## config.mk

```make
export PLATFORM = sky130hd
export DESIGN_NAME = ide_cfg_gate
export DESIGN_NICKNAME = d
export VERILOG_FILES = /design/src/rtl/ide_gate_pkg.sv /design/src/rtl/ide_gate_seq.sv /design/src/rtl/ide_cfg_regs.sv /design/src/rtl/ide_cfg_gate.sv
export SDC_FILE = /design/constraint.sdc
export NUM_CORES = 1
export LEC_CHECK = 0
export ABC_CLOCK_PERIOD_IN_PS = 2900
export BUFFER_PORTS_ARGS = -buffer_cell sky130_fd_sc_hd__buf_4
export CAP_MARGIN = 20
export CORE_UTILIZATION = 53
export CTS_CLUSTER_SIZE = 14
export DETAILED_ROUTE_END_ITERATION = 6
export PLACE_DENSITY_LB_ADDON = 0.05
export SYNTH_ARGS = -nofsm -noshare
export SYNTH_HDL_FRONTEND = slang
export SYNTH_SLANG_ARGS = --single-unit
```

## constraint.sdc

```tcl
create_clock -name clk -period 2.9 [get_ports clk]
set_input_delay 0.29 -clock clk [delete_from_list [all_inputs] [get_ports clk]]
set_output_delay 0.29 -clock clk [all_outputs]
set_load 0.03 [all_outputs]
```

## src/rtl/ide_gate_pkg.sv

```systemverilog
package ide_gate_pkg;

    localparam int OFS_W  = 3;
    localparam int DATA_W = 16;
    localparam int BYTE_W = 8;

    // Offsets decoded by the gate and the configuration bank
    localparam logic [OFS_W-1:0] OFS_RDTIM = 3'd0;
    localparam logic [OFS_W-1:0] OFS_WRTIM = 3'd1;
    localparam logic [OFS_W-1:0] OFS_ERR   = 3'd1;
    localparam logic [OFS_W-1:0] OFS_GATE  = 3'd2;
    localparam logic [OFS_W-1:0] OFS_CTRL  = 3'd3;
    localparam logic [OFS_W-1:0] OFS_STRAP = 3'd5;
    localparam logic [OFS_W-1:0] OFS_MISC  = 3'd6;

    localparam logic [BYTE_W-1:0] KEY_OPEN    = 8'h03;
    localparam logic [BYTE_W-1:0] KEY_CLOSE   = 8'h83;
    localparam logic [BYTE_W-1:0] CTRL_OVR    = 8'h85;
    localparam logic [BYTE_W-1:0] STRAP_PROBE = 8'hFF;

    typedef enum logic [1:0] {
        ARM_NONE = 2'd0,
        ARM_ONE  = 2'd1,
        ARM_TWO  = 2'd2
    } arm_t;

    typedef struct packed {
        logic              req;
        logic              wr;
        logic              wide;
        logic [OFS_W-1:0]  ofs;
        logic [BYTE_W-1:0] wbyte;
    } hacc_t;

    function automatic logic is_err_wide_read(hacc_t a);
        return a.req && !a.wr && a.wide && (a.ofs == OFS_ERR);
    endfunction

    function automatic logic is_byte_write(hacc_t a, logic [OFS_W-1:0] o,
                                           logic [BYTE_W-1:0] v);
        return a.req && a.wr && !a.wide && (a.ofs == o) && (a.wbyte == v);
    endfunction

endpackage

```

## src/rtl/ide_gate_seq.sv

```systemverilog
module ide_gate_seq
    import ide_gate_pkg::*;
(
    input  logic  clk,
    input  logic  rst,
    input  hacc_t acc,
    output logic  cfg_mode
);

    arm_t arm_q;
    arm_t arm_d;
    logic open_q;
    logic open_d;

    always_comb begin
        arm_d  = arm_q;
        open_d = open_q;
        if (acc.req) begin
            if (!open_q) begin
                if (is_err_wide_read(acc)) begin
                    arm_d = (arm_q == ARM_NONE) ? ARM_ONE : ARM_TWO;
                end else if ((arm_q == ARM_TWO) &&
                             is_byte_write(acc, OFS_GATE, KEY_OPEN)) begin
                    arm_d  = ARM_NONE;
                    open_d = 1'b1;
                end else begin
                    arm_d = ARM_NONE;
                end
            end else begin
                arm_d = ARM_NONE;
                if (is_byte_write(acc, OFS_GATE, KEY_CLOSE)) begin
                    open_d = 1'b0;
                end
            end
        end
    end

    always_ff @(posedge clk) begin
        if (rst) begin
            arm_q  <= ARM_NONE;
            open_q <= 1'b0;
        end else begin
            arm_q  <= arm_d;
            open_q <= open_d;
        end
    end

    assign cfg_mode = open_q;

endmodule

```

## src/rtl/ide_cfg_regs.sv

```systemverilog
module ide_cfg_regs
    import ide_gate_pkg::*;
#(
    parameter int                NDEV        = 2,
    parameter logic [BYTE_W-1:0] DEF_TIMING  = 8'hFF,
    parameter logic [BYTE_W-1:0] DEF_MISC    = 8'h30
) (
    input  logic                     clk,
    input  logic                     rst,
    input  hacc_t                    acc,
    input  logic                     cfg_mode,
    input  logic                     strap_in,
    output logic [DATA_W-1:0]        rd_data,
    output logic [NDEV*BYTE_W-1:0]   rd_tim,
    output logic [NDEV*BYTE_W-1:0]   wr_tim,
    output logic [1:0]               addr_setup,
    output logic                     override
);

    localparam int SEL_W = (NDEV > 1) ? $clog2(NDEV) : 1;

    logic [BYTE_W-1:0] ctrl_q;
    logic [BYTE_W-1:0] misc_q;
    logic              probe_q;
    logic              wr_en;
    logic [SEL_W-1:0]  dev_sel;
    logic [BYTE_W-1:0] rt_q [NDEV];
    logic [BYTE_W-1:0] wt_q [NDEV];
    logic [BYTE_W-1:0] rd_byte;

    assign wr_en   = cfg_mode && acc.req && acc.wr && !acc.wide;
    assign dev_sel = misc_q[SEL_W-1:0];

    always_ff @(posedge clk) begin
        if (rst) begin
            ctrl_q  <= '0;
            misc_q  <= DEF_MISC;
            probe_q <= 1'b0;
        end else if (wr_en) begin
            case (acc.ofs)
                OFS_CTRL:  ctrl_q  <= acc.wbyte;
                OFS_MISC:  misc_q  <= acc.wbyte;
                OFS_STRAP: probe_q <= (acc.wbyte == STRAP_PROBE);
                default: ;
            endcase
        end
    end

    for (genvar d = 0; d < NDEV; d++) begin : g_dev
        always_ff @(posedge clk) begin
            if (rst) begin
                rt_q[d] <= DEF_TIMING;
                wt_q[d] <= DEF_TIMING;
            end else if (wr_en && (dev_sel == SEL_W'(d))) begin
                if (acc.ofs == OFS_RDTIM) rt_q[d] <= acc.wbyte;
                if (acc.ofs == OFS_WRTIM) wt_q[d] <= acc.wbyte;
            end
        end
        assign rd_tim[d*BYTE_W +: BYTE_W] = rt_q[d];
        assign wr_tim[d*BYTE_W +: BYTE_W] = wt_q[d];
    end

    always_comb begin
        case (acc.ofs)
            OFS_RDTIM: rd_byte = rt_q[dev_sel];
            OFS_WRTIM: rd_byte = wt_q[dev_sel];
            OFS_CTRL:  rd_byte = ctrl_q;
            OFS_STRAP: rd_byte = {{(BYTE_W-1){1'b0}}, probe_q & strap_in};
            OFS_MISC:  rd_byte = misc_q;
            default:   rd_byte = '0;
        endcase
    end

    assign rd_data    = {{(DATA_W-BYTE_W){1'b0}}, rd_byte};
    assign addr_setup = misc_q[5:4];
    assign override   = (ctrl_q == CTRL_OVR);

endmodule

```

## src/rtl/ide_cfg_gate.sv

```systemverilog
module ide_cfg_gate
    import ide_gate_pkg::*;
#(
    parameter int NDEV = 2,
    localparam int NIB_W = NDEV * 4
) (
    input  logic              clk,
    input  logic              rst,
    input  logic              host_req,
    input  logic              host_wr,
    input  logic              host_wide,
    input  logic [2:0]        host_ofs,
    input  logic [15:0]       host_wdata,
    output logic [15:0]       host_rdata,
    output logic              drv_req,
    output logic              drv_wr,
    output logic              drv_wide,
    output logic [2:0]        drv_ofs,
    output logic [15:0]       drv_wdata,
    input  logic [15:0]       drv_rdata,
    input  logic              clk_strap,
    output logic              cfg_mode,
    output logic [NIB_W-1:0]  rd_active,
    output logic [NIB_W-1:0]  rd_recover,
    output logic [NIB_W-1:0]  wr_active,
    output logic [NIB_W-1:0]  wr_recover,
    output logic [1:0]        addr_setup,
    output logic              timing_override
);

    hacc_t                     acc;
    logic [DATA_W-1:0]         cfg_rdata;
    logic [NDEV*BYTE_W-1:0]    rd_tim;
    logic [NDEV*BYTE_W-1:0]    wr_tim;

    assign acc = '{req: host_req, wr: host_wr, wide: host_wide,
                   ofs: host_ofs, wbyte: host_wdata[BYTE_W-1:0]};

    ide_gate_seq u_seq (
        .clk      (clk),
        .rst      (rst),
        .acc      (acc),
        .cfg_mode (cfg_mode)
    );

    ide_cfg_regs #(.NDEV(NDEV)) u_regs (
        .clk        (clk),
        .rst        (rst),
        .acc        (acc),
        .cfg_mode   (cfg_mode),
        .strap_in   (clk_strap),
        .rd_data    (cfg_rdata),
        .rd_tim     (rd_tim),
        .wr_tim     (wr_tim),
        .addr_setup (addr_setup),
        .override   (timing_override)
    );

    for (genvar d = 0; d < NDEV; d++) begin : g_nib
        assign rd_active [d*4 +: 4] = rd_tim[d*BYTE_W+4 +: 4];
        assign rd_recover[d*4 +: 4] = rd_tim[d*BYTE_W   +: 4];
        assign wr_active [d*4 +: 4] = wr_tim[d*BYTE_W+4 +: 4];
        assign wr_recover[d*4 +: 4] = wr_tim[d*BYTE_W   +: 4];
    end

    assign drv_req    = host_req && !cfg_mode;
    assign drv_wr     = host_wr;
    assign drv_wide   = host_wide;
    assign drv_ofs    = host_ofs;
    assign drv_wdata  = host_wdata;
    assign host_rdata = cfg_mode ? cfg_rdata : drv_rdata;

endmodule

```

# ---- Yosys cells after proc, flatten, opt, wreduce, memory -nomap -nowiden
# Memory sizes are Yosys's and may differ from the RTL's. A register that Yosys moved wholly into a read port is not among the register bits.
# Index checks and enable logic that the tools add are counted.
dict set report classes {
  add_sub_neg 0
  mul 0
  n_div 0
  order_cmp 0
  eq_ne 10
  shift 0
  muxes 33
  bitwise 6
  reduce_logical 23
}
# cell n
set ops {}
lappend ops {{8-bit case mux with 5 select lines} 1}
lappend ops {{8-bit two-way mux} 4}
lappend ops {{8-bit == test, second input constant} 3}
lappend ops {{1-bit two-way mux} 24}
lappend ops {{16-bit two-way mux} 1}
lappend ops {{1-bit logical AND} 15}
lappend ops {{8-bit by 2-bit == test with 1-bit output, second input constant} 1}
lappend ops {{3-bit by 2-bit == test with 1-bit output, second input constant} 2}
lappend ops {{3-bit == test, second input constant} 2}
lappend ops {{2-bit two-way mux} 3}
lappend ops {{2-bit AND reduction} 3}
lappend ops {{1-bit bitwise OR} 4}
lappend ops {{3-bit by 1-bit == test with 1-bit output, second input constant} 1}
lappend ops {{1-bit zero test} 3}
lappend ops {{3-bit zero test} 1}
lappend ops {{2-bit == test, second input constant} 1}
lappend ops {{2-bit zero test} 1}
lappend ops {{1-bit AND} 1}
lappend ops {{1-bit NOT} 1}
dict set report totals {
  reg_bits 20
  latchBits 0
  mem_bits_rw 32
  romBits 0
  in_bits 41
  output_inout_bits 74
  wordCells 79
  n_memories 2
}
# memory depth word_bits rd rd_clocked_by_memory_dff wr line
set memory_table {}
lappend memory_table {u_regs.rt_q 2 8 3 1 2 ide_cfg_regs.sv:27} ;# logic [BYTE_W-1:0] rt_q [NDEV];
lappend memory_table {u_regs.wt_q 2 8 3 1 2 ide_cfg_regs.sv:28} ;# logic [BYTE_W-1:0] wt_q [NDEV];

# ---- Depth between registers and ports, before layout
# Gate-level depths: netlist (run 1).
dict set report depth {
  depth_word 8
  depth_mapped 6
  depth_no_buf 4
}

# ---- Modules after synthesis
# A second synthesis (run 1) with hierarchy kept.
dict set report unflattened {
  hier_cells 290
  hier_area_um2 3169.3
}
# module n_inst cells_each area_each_um2 seq_area_each_um2
set modules_own_cells {}
lappend modules_own_cells {ide_cfg_regs 1 228 2544.9 1321.3}
lappend modules_own_cells {ide_cfg_gate 1 40 411.6 0.0}
lappend modules_own_cells {ide_gate_seq 1 22 212.7 60.1}

# ---- Worst setup path after synthesis (run 1)
# No wires, ideal clock.
dict set report synth_path {
  path_type {reg2out}
  start {register u_seq.open_q (netlist: u_seq.cfg_mode)}
  end {output port host_rdata[0]}
  arrival_ns 1.978
  path_slack_ns 0.632
  path_stages_with_launch 4
  n_path_buf 1
  path_cell_list {dfxtp_1 > clkbuf_1 > a31oi_1 > o32ai_1}
}
dict set report synth_via {
  elab_chain_cells 1
}
# item line
set synth_lines {}
lappend synth_lines {{start: declaration} ide_gate_seq.sv:12} ;# logic open_q;
lappend synth_lines {{start signal: assignment} ide_gate_seq.sv:44} ;# open_q <= open_d;
lappend synth_lines {{16-bit two-way mux} ide_cfg_gate.sv:71} ;# assign host_rdata = cfg_mode ? cfg_rdata : drv_rdata;
lappend synth_lines {{end: declaration} ide_cfg_gate.sv:14} ;# output logic [15:0] host_rdata,
# No other way between the ends.

# ---- Worst setup path in the final report (run 1)
# Same ends and word-level chain as after synthesis.

==> results of run 1 <==
[layout by cell type, fill, tap and decap left out, drive strengths merged, types with 3 or more instances in the layout]
cell,n
buf,103
edfxtp,32
nand2b,17
a22o,6
mux2i,30
dfxtp,21
nand2,9
nand4,4
o21ai,6
nor2b,16
inv,10
clkbuf,6
or3,4
nor4,3
or2,16
a21oi,10
o22ai,12
nor2,16
[critical path, stage by stage, from the launching register on]
cell,delay [ns]
dfxtp_1,0.85
nor4b_1,0.31
a31oi_1,0.18
o32ai_1,0.41
buf_4,0.22
[routing by layer]
| layer | vias up | GRT usage | share of wire | wire, um |
|---|---|---|---|---|
| met2 | 85 | 0.4559 | 0.52 | 3740 |
| met1 | 1135 | 0.3199 | 0.41 | 3003 |
| met5 | - | 0 | 0 | 0 |
| met4 | 0 | 0.05769 | 0.0076 | 55 |
| met3 | 10 | 0.03832 | 0.061 | 439 |
| li1 | 1108 | - | - | - |
[final cells by class]
class	instances	area (um2)	area share
well taps	70	87.58	0.02401
clock buffers	6	72.57	0.01989
inverters	10	37.54	0.01029
repair buffers	103	773.2	0.2119
clock inverters	2	38.79	0.01063
flip-flops and latches	53	1381	0.3786
multi-input cells	175	1257	0.3447
[kinds of logic (layout without fill, tap and decap cells)]
| logic type | count (synthesis) | count (layout) | synth area share |
|---|---|---|---|
| DFF | 53 | 53 | 0.4726 |
| AOI/OAI and AO/OA | 44 | 44 | 0.09717 |
| and+or+nand+nor | 100 | 100 | 0.2226 |
| buffers and inverters | 47 | 121 | 0.09718 |
| muxes | 31 | 31 | 0.1104 |
[how the worst max path moves through the flow]
stage                               endpoint                        start  cells after the start
3_5_place_dp   u_regs.misc_q[0]$_SDFFE_PP0P_  u_seq.cfg_mode$_SDFFE_PP0P_                      4
5_1_grt                        host_rdata[0]  u_seq.cfg_mode$_SDFFE_PP0P_                      4
6_report                       host_rdata[0]  u_seq.cfg_mode$_SDFFE_PP0P_                      4
2_1_floorplan                  host_rdata[0]  u_seq.cfg_mode$_SDFFE_PP0P_                      3
4_1_cts                        host_rdata[0]  u_seq.cfg_mode$_SDFFE_PP0P_                      4
3_3_place_gp                   host_rdata[0]  u_seq.cfg_mode$_SDFFE_PP0P_                      4
[flip-flops by register name, indices dropped and copies added, names as in the netlist, named ones only]
name	flops
u_regs.probe_q	1
u_seq.cfg_mode	1
u_regs.rt_q	16
u_regs.ctrl_q	8
u_regs.wt_q	16
u_seq.arm_q	2
u_regs.misc_q	8
[metrics by stage]
step	hold slack [ns]	utilization
2_1_floorplan	0.4185	-
3_3_place_gp	0.4622	0.6796
3_5_place_dp	0.4686	0.6796
4_1_cts	0.2871	0.7010
5_1_grt	0.2924	0.7010
6_report	0.2923	0.7010
[power groups by stage]
stage	clock, W	combinational [W]	sequential [W]
final	0.000497	0.000253	0.000813
after global routing	0.000529	0.000266	0.000814
after CTS	0.000498	0.000254	0.000813
after detailed placement	0	0.000253	0.000830
after global placement	0	0.000252	0.000829
after floorplan	0	0.000143	0.000854
==> results.yml, run 1 <==
finish:
  final_layout_size_suffix_gt1_frac: 0.3438
  area.growth.synth_to_final_pct: 24.83
  final_nets: 389
  number_of_filler_cells_placed_in_the_layout: 426
  diodes: 0
  instances_no_fill: 419
  final_design_area_no_fill_um2: 3649
logic_synthesis:
  synth_seq_area_share: 0.4726
  synth_area_leaders: "edfxtp_1 (33%), dfxtp_1 (14%), mux2i_1 (10%)"
  synthesis.instances: 275
  synth_fp_nets: 316
  synth-async-reset-ratio: 0
  yosys.cell_count.top_type: "edfxtp_1"
  synthesis.area_um2: 2923
  yosys_warnings: 0
  number_of_enable_flip_flop_cells_after_synthesis: 32
  yosysUniqueCellTypes: 46
  netlist_top_cells_count: "edfxtp_1 (32), mux2i_1 (30), buf_4 (23), dfxtp_1 (21), nand2b_1 (17)"
  yosys.area.top_type: "edfxtp_1"
  synth_top_area_share: 0.3288
  postSynthAreaPerCell_um2: 10.63
  ys_ff_latch: 53
  ys.flop_type: "edfxtp_1"
clock_tree:
  register_clock_pin_slew_on_the_reported_worst_setup_and_hold_paths_ns: 0.09
  cts.repair.resized: 0
  cts_made_buffers: 5
  ctsHtreeMaxLevel: 2
  clock_insertion_delay_worst_skew_ns: 0.30
  cts_hold_repair.buffers: 0
  tritoncts: "built"
  cts.repair_timing.setup_buffer_count: 0
  cts_root_buffer: "clkbuf_8"
  cts_max_path_buffers: 2
  clkSinkCount: 53
placed_design:
  place_hpwl_um: 5368
  postPlaceCellArea_um2: 3537
  finalWeightedCongestion: 0.8678
  placement.io_buffers: 98
  placed_cells: 411
  preCtsSetupSlack_ns: 0.6949
grt:
  grtUsageTotal: 0.2537
  global_route_wire_length_before_repair_um: 11440
  via_count_of_the_first_global_routing_pass: 2235
  grt_start_max_net_pins: 25
  globalRouteOverflowTotal: 0
  grt_antenna_before_repair: 0
sta:
  layout_setup_ws_ns: 0.3381
  finalSetupTns_ns: 0
  hold_violations: 0
  period_needed_ns: 2.562
  achievable-frequency_mhz: 390.3
  finalClockSkew_ns: 0.006677
  worstMarginPinSlew_ns: 0.7991
  rsz0062_at_grt: "no"
  layout_worst_path_cycle_share: 0.8834
  max-slew-margin-rel: 0.4665
  finalSetupViolCount: 0
  slew_viol_final: 0
pwr:
  seq_power_share: 0.520
  totalPowerFinal_w: 0.001563
  power.switching_w: 0.0003992
  pwr-share-clk: 0.318
  power.leakage_nw: 1.336
  vdd.ir_drop.worst_mv: 0.2824
  cell_internal_pwr_w: 0.001163
  combinationalPowerShare: 0.162
  pwr_density_cell_nw_per_um2: 428.3
  p_sw_frac: 0.2555
route:
  ant_nets: 0
  wire_per_inst_um: 17.27
  wirelength_um: 7238
  drc_errors: 0
  via_count: 2338
  drt_first_iter_violations: 95
  drt_first_pass_iters: 5
  route.detailed.vias_per_inst: 5.580
critical_path:
  critPathRequiredTime_ns: 2.61
  timing_worst_setup_path_type: "register to primary output"
  worst-endpoint-arrival_ns: 2.27
  end_kind: "primary output"
  regToRegEndpoint: "u_regs.misc_q[5]$_SDFFE_PP1P_"
  reg2reg_setup_slack_ns: 0.63
  startpoint_type: "register"
  worstReg2RegStart: "u_seq.cfg_mode$_SDFFE_PP0P_"
  rr_worst_depth: 4
  critical_path_peak_fanout: 24
floorplanning:
  floorplan.rows: 26
  fp.dieArea_um2: 5816
  chipHeight_um: 76.26
  pin_count: 115
  floorplan_die_width_um: 76.26
  initial_core_util: 0.5615
  placeableCoreArea_um2: 5205
run:
  max_cap_viol_count: 0
status:
  run_status: "completed"
min_path:
  hp-start: "host_wdata[4]"
  hold_path_depth: 3
  worst_hold_path_type: "primary input to register"
  whs_endpoint: "u_regs.misc_q[4]$_SDFFE_PP1P_"
Note: power is estimated with default switching activity, not from simulation.
==> inputs of run 2 (changes only) <==
--- a/config.mk
+++ b/config.mk
@@ -8,7 +8,9 @@
 export ABC_CLOCK_PERIOD_IN_PS = 2900
 export BUFFER_PORTS_ARGS = -buffer_cell sky130_fd_sc_hd__buf_4
 export CAP_MARGIN = 20
+export CORE_ASPECT_RATIO = 2
 export CORE_UTILIZATION = 53
+export CTS_CLUSTER_DIAMETER = 60
 export CTS_CLUSTER_SIZE = 14
 export DETAILED_ROUTE_END_ITERATION = 6
 export PLACE_DENSITY_LB_ADDON = 0.05
==> constraint.sdc (replaced) <==
create_clock -name clk -period 2.9 [get_ports clk]
set_input_delay 0.435 -clock clk [delete_from_list [all_inputs] [get_ports clk]]
set_output_delay 0.435 -clock clk [all_outputs]
set_load 0.03 [all_outputs]
==> results.yml, run 2 (synthesized netlist as in run 1, its figures left out) <==
sta:
  max-slew-margin-rel: 0.5965
  achievable-frequency_mhz: 416.8
  slew_viol_final: 0
  hold_violations: 0
  finalSetupTns_ns: 0
  worstMarginPinSlew_ns: 0.6034
  period_needed_ns: 2.400
  rsz0062_at_grt: "no"
  finalSetupViolCount: 0
  finalClockSkew_ns: 0.008178
  layout_worst_path_cycle_share: 0.8274
grt:
  grt_start_max_net_pins: 24
  via_count_of_the_first_global_routing_pass: 2275
  grt_antenna_before_repair: 0
  globalRouteOverflowTotal: 0
  grtUsageTotal: 0.2680
  global_route_wire_length_before_repair_um: 11050
route:
  drt_first_pass_iters: 4
  wire_per_inst_um: 17.75
  ant_nets: 0
  drt_first_iter_violations: 78
  drc_errors: 0
  route.detailed.vias_per_inst: 5.790
  via_count: 2368
  wirelength_um: 7260
floorplanning:
  chipHeight_um: 107.0
  floorplan_die_width_um: 54.51
  pin_count: 115
  fp.dieArea_um2: 5834
  initial_core_util: 0.5587
  placeableCoreArea_um2: 5231
  floorplan.rows: 37
pwr:
  power.leakage_nw: 1.345
  pwr_density_cell_nw_per_um2: 416.2
  vdd.ir_drop.worst_mv: 0.4574
finish:
  final_nets: 391
  diodes: 0
  largestRegisters: "u_regs.rt_q x16, u_regs.wt_q x16"
  final_layout_size_suffix_gt1_frac: 0.3504
  area.growth.synth_to_final_pct: 24.49
  layout.cells.most_common_list: "buf_4 (105), edfxtp_1 (32), mux2i_1 (30)"
  layout_commonest_cell: "buf_4"
  postLayoutCoreUtil: 0.6955
clock_tree:
  tritoncts: "built"
  ctsHtreeMaxLevel: 2
  cts.repair.resized: 0
  cts_hold_repair.buffers: 0
  cts_made_buffers: 5
  clkSinkCount: 53
  register_clock_pin_slew_on_the_reported_worst_setup_and_hold_paths_ns: 0.09
  cts_max_path_buffers: 2
  clock_insertion_delay_worst_skew_ns: 0.31
  cts_root_buffer: "clkbuf_8"
  cts.repair_timing.setup_buffer_count: 0
critical_path:
  timing_worst_setup_path_type: "register to primary output"
  end_kind: "primary output"
  reg2reg_setup_slack_ns: 0.93
  critical_path_peak_fanout: 12
  crit_end: "host_rdata[1]"
  worst-endpoint-arrival_ns: 1.96
  startpoint_type: "register"
  rr_worst_depth: 5
  critPathRequiredTime_ns: 2.47
  worstReg2RegStart: "u_seq.cfg_mode$_SDFFE_PP0P_"
placed_design:
  placement.io_buffers: 98
  place_hpwl_um: 5723
  finalWeightedCongestion: 0.9122
run:
  max_cap_viol_count: 0
status:
  run_status: "completed"
min_path:
  worst_hold_path_type: "primary input to register"
==> run 2: cell count changes in the layout (fill, tap and decap cells not counted), sizes merged <==
cell,change
clkbuf,+1
buf,+2
bufinv,-1
==> run 2: where the power goes <==
part	total, W	switching (W)	internal [W]
clock network	0.000449	0.000233	0.000216
logic	0.000253	0.000155	0.0000979
registers	0.000812	0.00000602	0.000806
==> run 2: how the worst min path moves through the flow <==
| stage | cells after the start | to | start |
|---|---|---|---|
| 6_report | 3 | u_seq.arm_q[1]$_SDFFE_PP0P_ | host_req |
| 5_1_grt | 3 | u_seq.arm_q[1]$_SDFFE_PP0P_ | host_req |
| 4_1_cts | 3 | u_seq.arm_q[1]$_SDFFE_PP0P_ | host_req |
| 3_5_place_dp | 2 | u_regs.probe_q$_SDFFE_PP0P_ | u_regs.probe_q$_SDFFE_PP0P_ |
| 3_3_place_gp | 2 | u_regs.probe_q$_SDFFE_PP0P_ | u_regs.probe_q$_SDFFE_PP0P_ |
| 2_1_floorplan | 2 | u_regs.probe_q$_SDFFE_PP0P_ | u_regs.probe_q$_SDFFE_PP0P_ |
==> run 2: routing by layer <==
| layer | track usage | vias up | wire, um |
|---|---|---|---|
| met5 | 0 | - | 0 |
| met4 | 0.1557 | 0 | 321 |
| li1 | - | 1113 | - |
| met1 | 0.2819 | 1116 | 2618 |
| met3 | 0.03830 | 33 | 335 |
| met2 | 0.4704 | 106 | 3985 |
==> run 2: worst max-delay path, cell delays in order, from the launching register on <==
cell,delay [ns]
dfxtp_1,0.43
buf_4,0.27
mux2i_1,0.36
o22ai_1,0.19
a21oi_1,0.15
o22ai_1,0.08
buf_4,0.18
==> run 2: stage by stage <==
stage                     area [um2]  worst slack, ns  hold slack [ns]  instances  power [W]
after CTS                       3638           0.5495           0.4256        409   0.001521
after detailed placement        3537           0.6488           0.4915        401   0.001083
after global placement          3537           0.6965           0.4737        401   0.001080
after global routing            3638           0.4602           0.4290        409   0.001571
final                           3638           0.5005           0.4310        409   0.001514
after floorplan                 2923           0.4702           0.4539        275  0.0009968
==> run 2: cell type report <==
class | count | area [um2]
repair buffers | 105 | 788.3
clock inverters | 1 | 5.005
flip-flops and latches | 53 | 1381
clock buffers | 7 | 96.34
multi-input cells | 175 | 1257
fillers | 421 | 1593
well taps | 58 | 72.57
inverters | 10 | 37.54
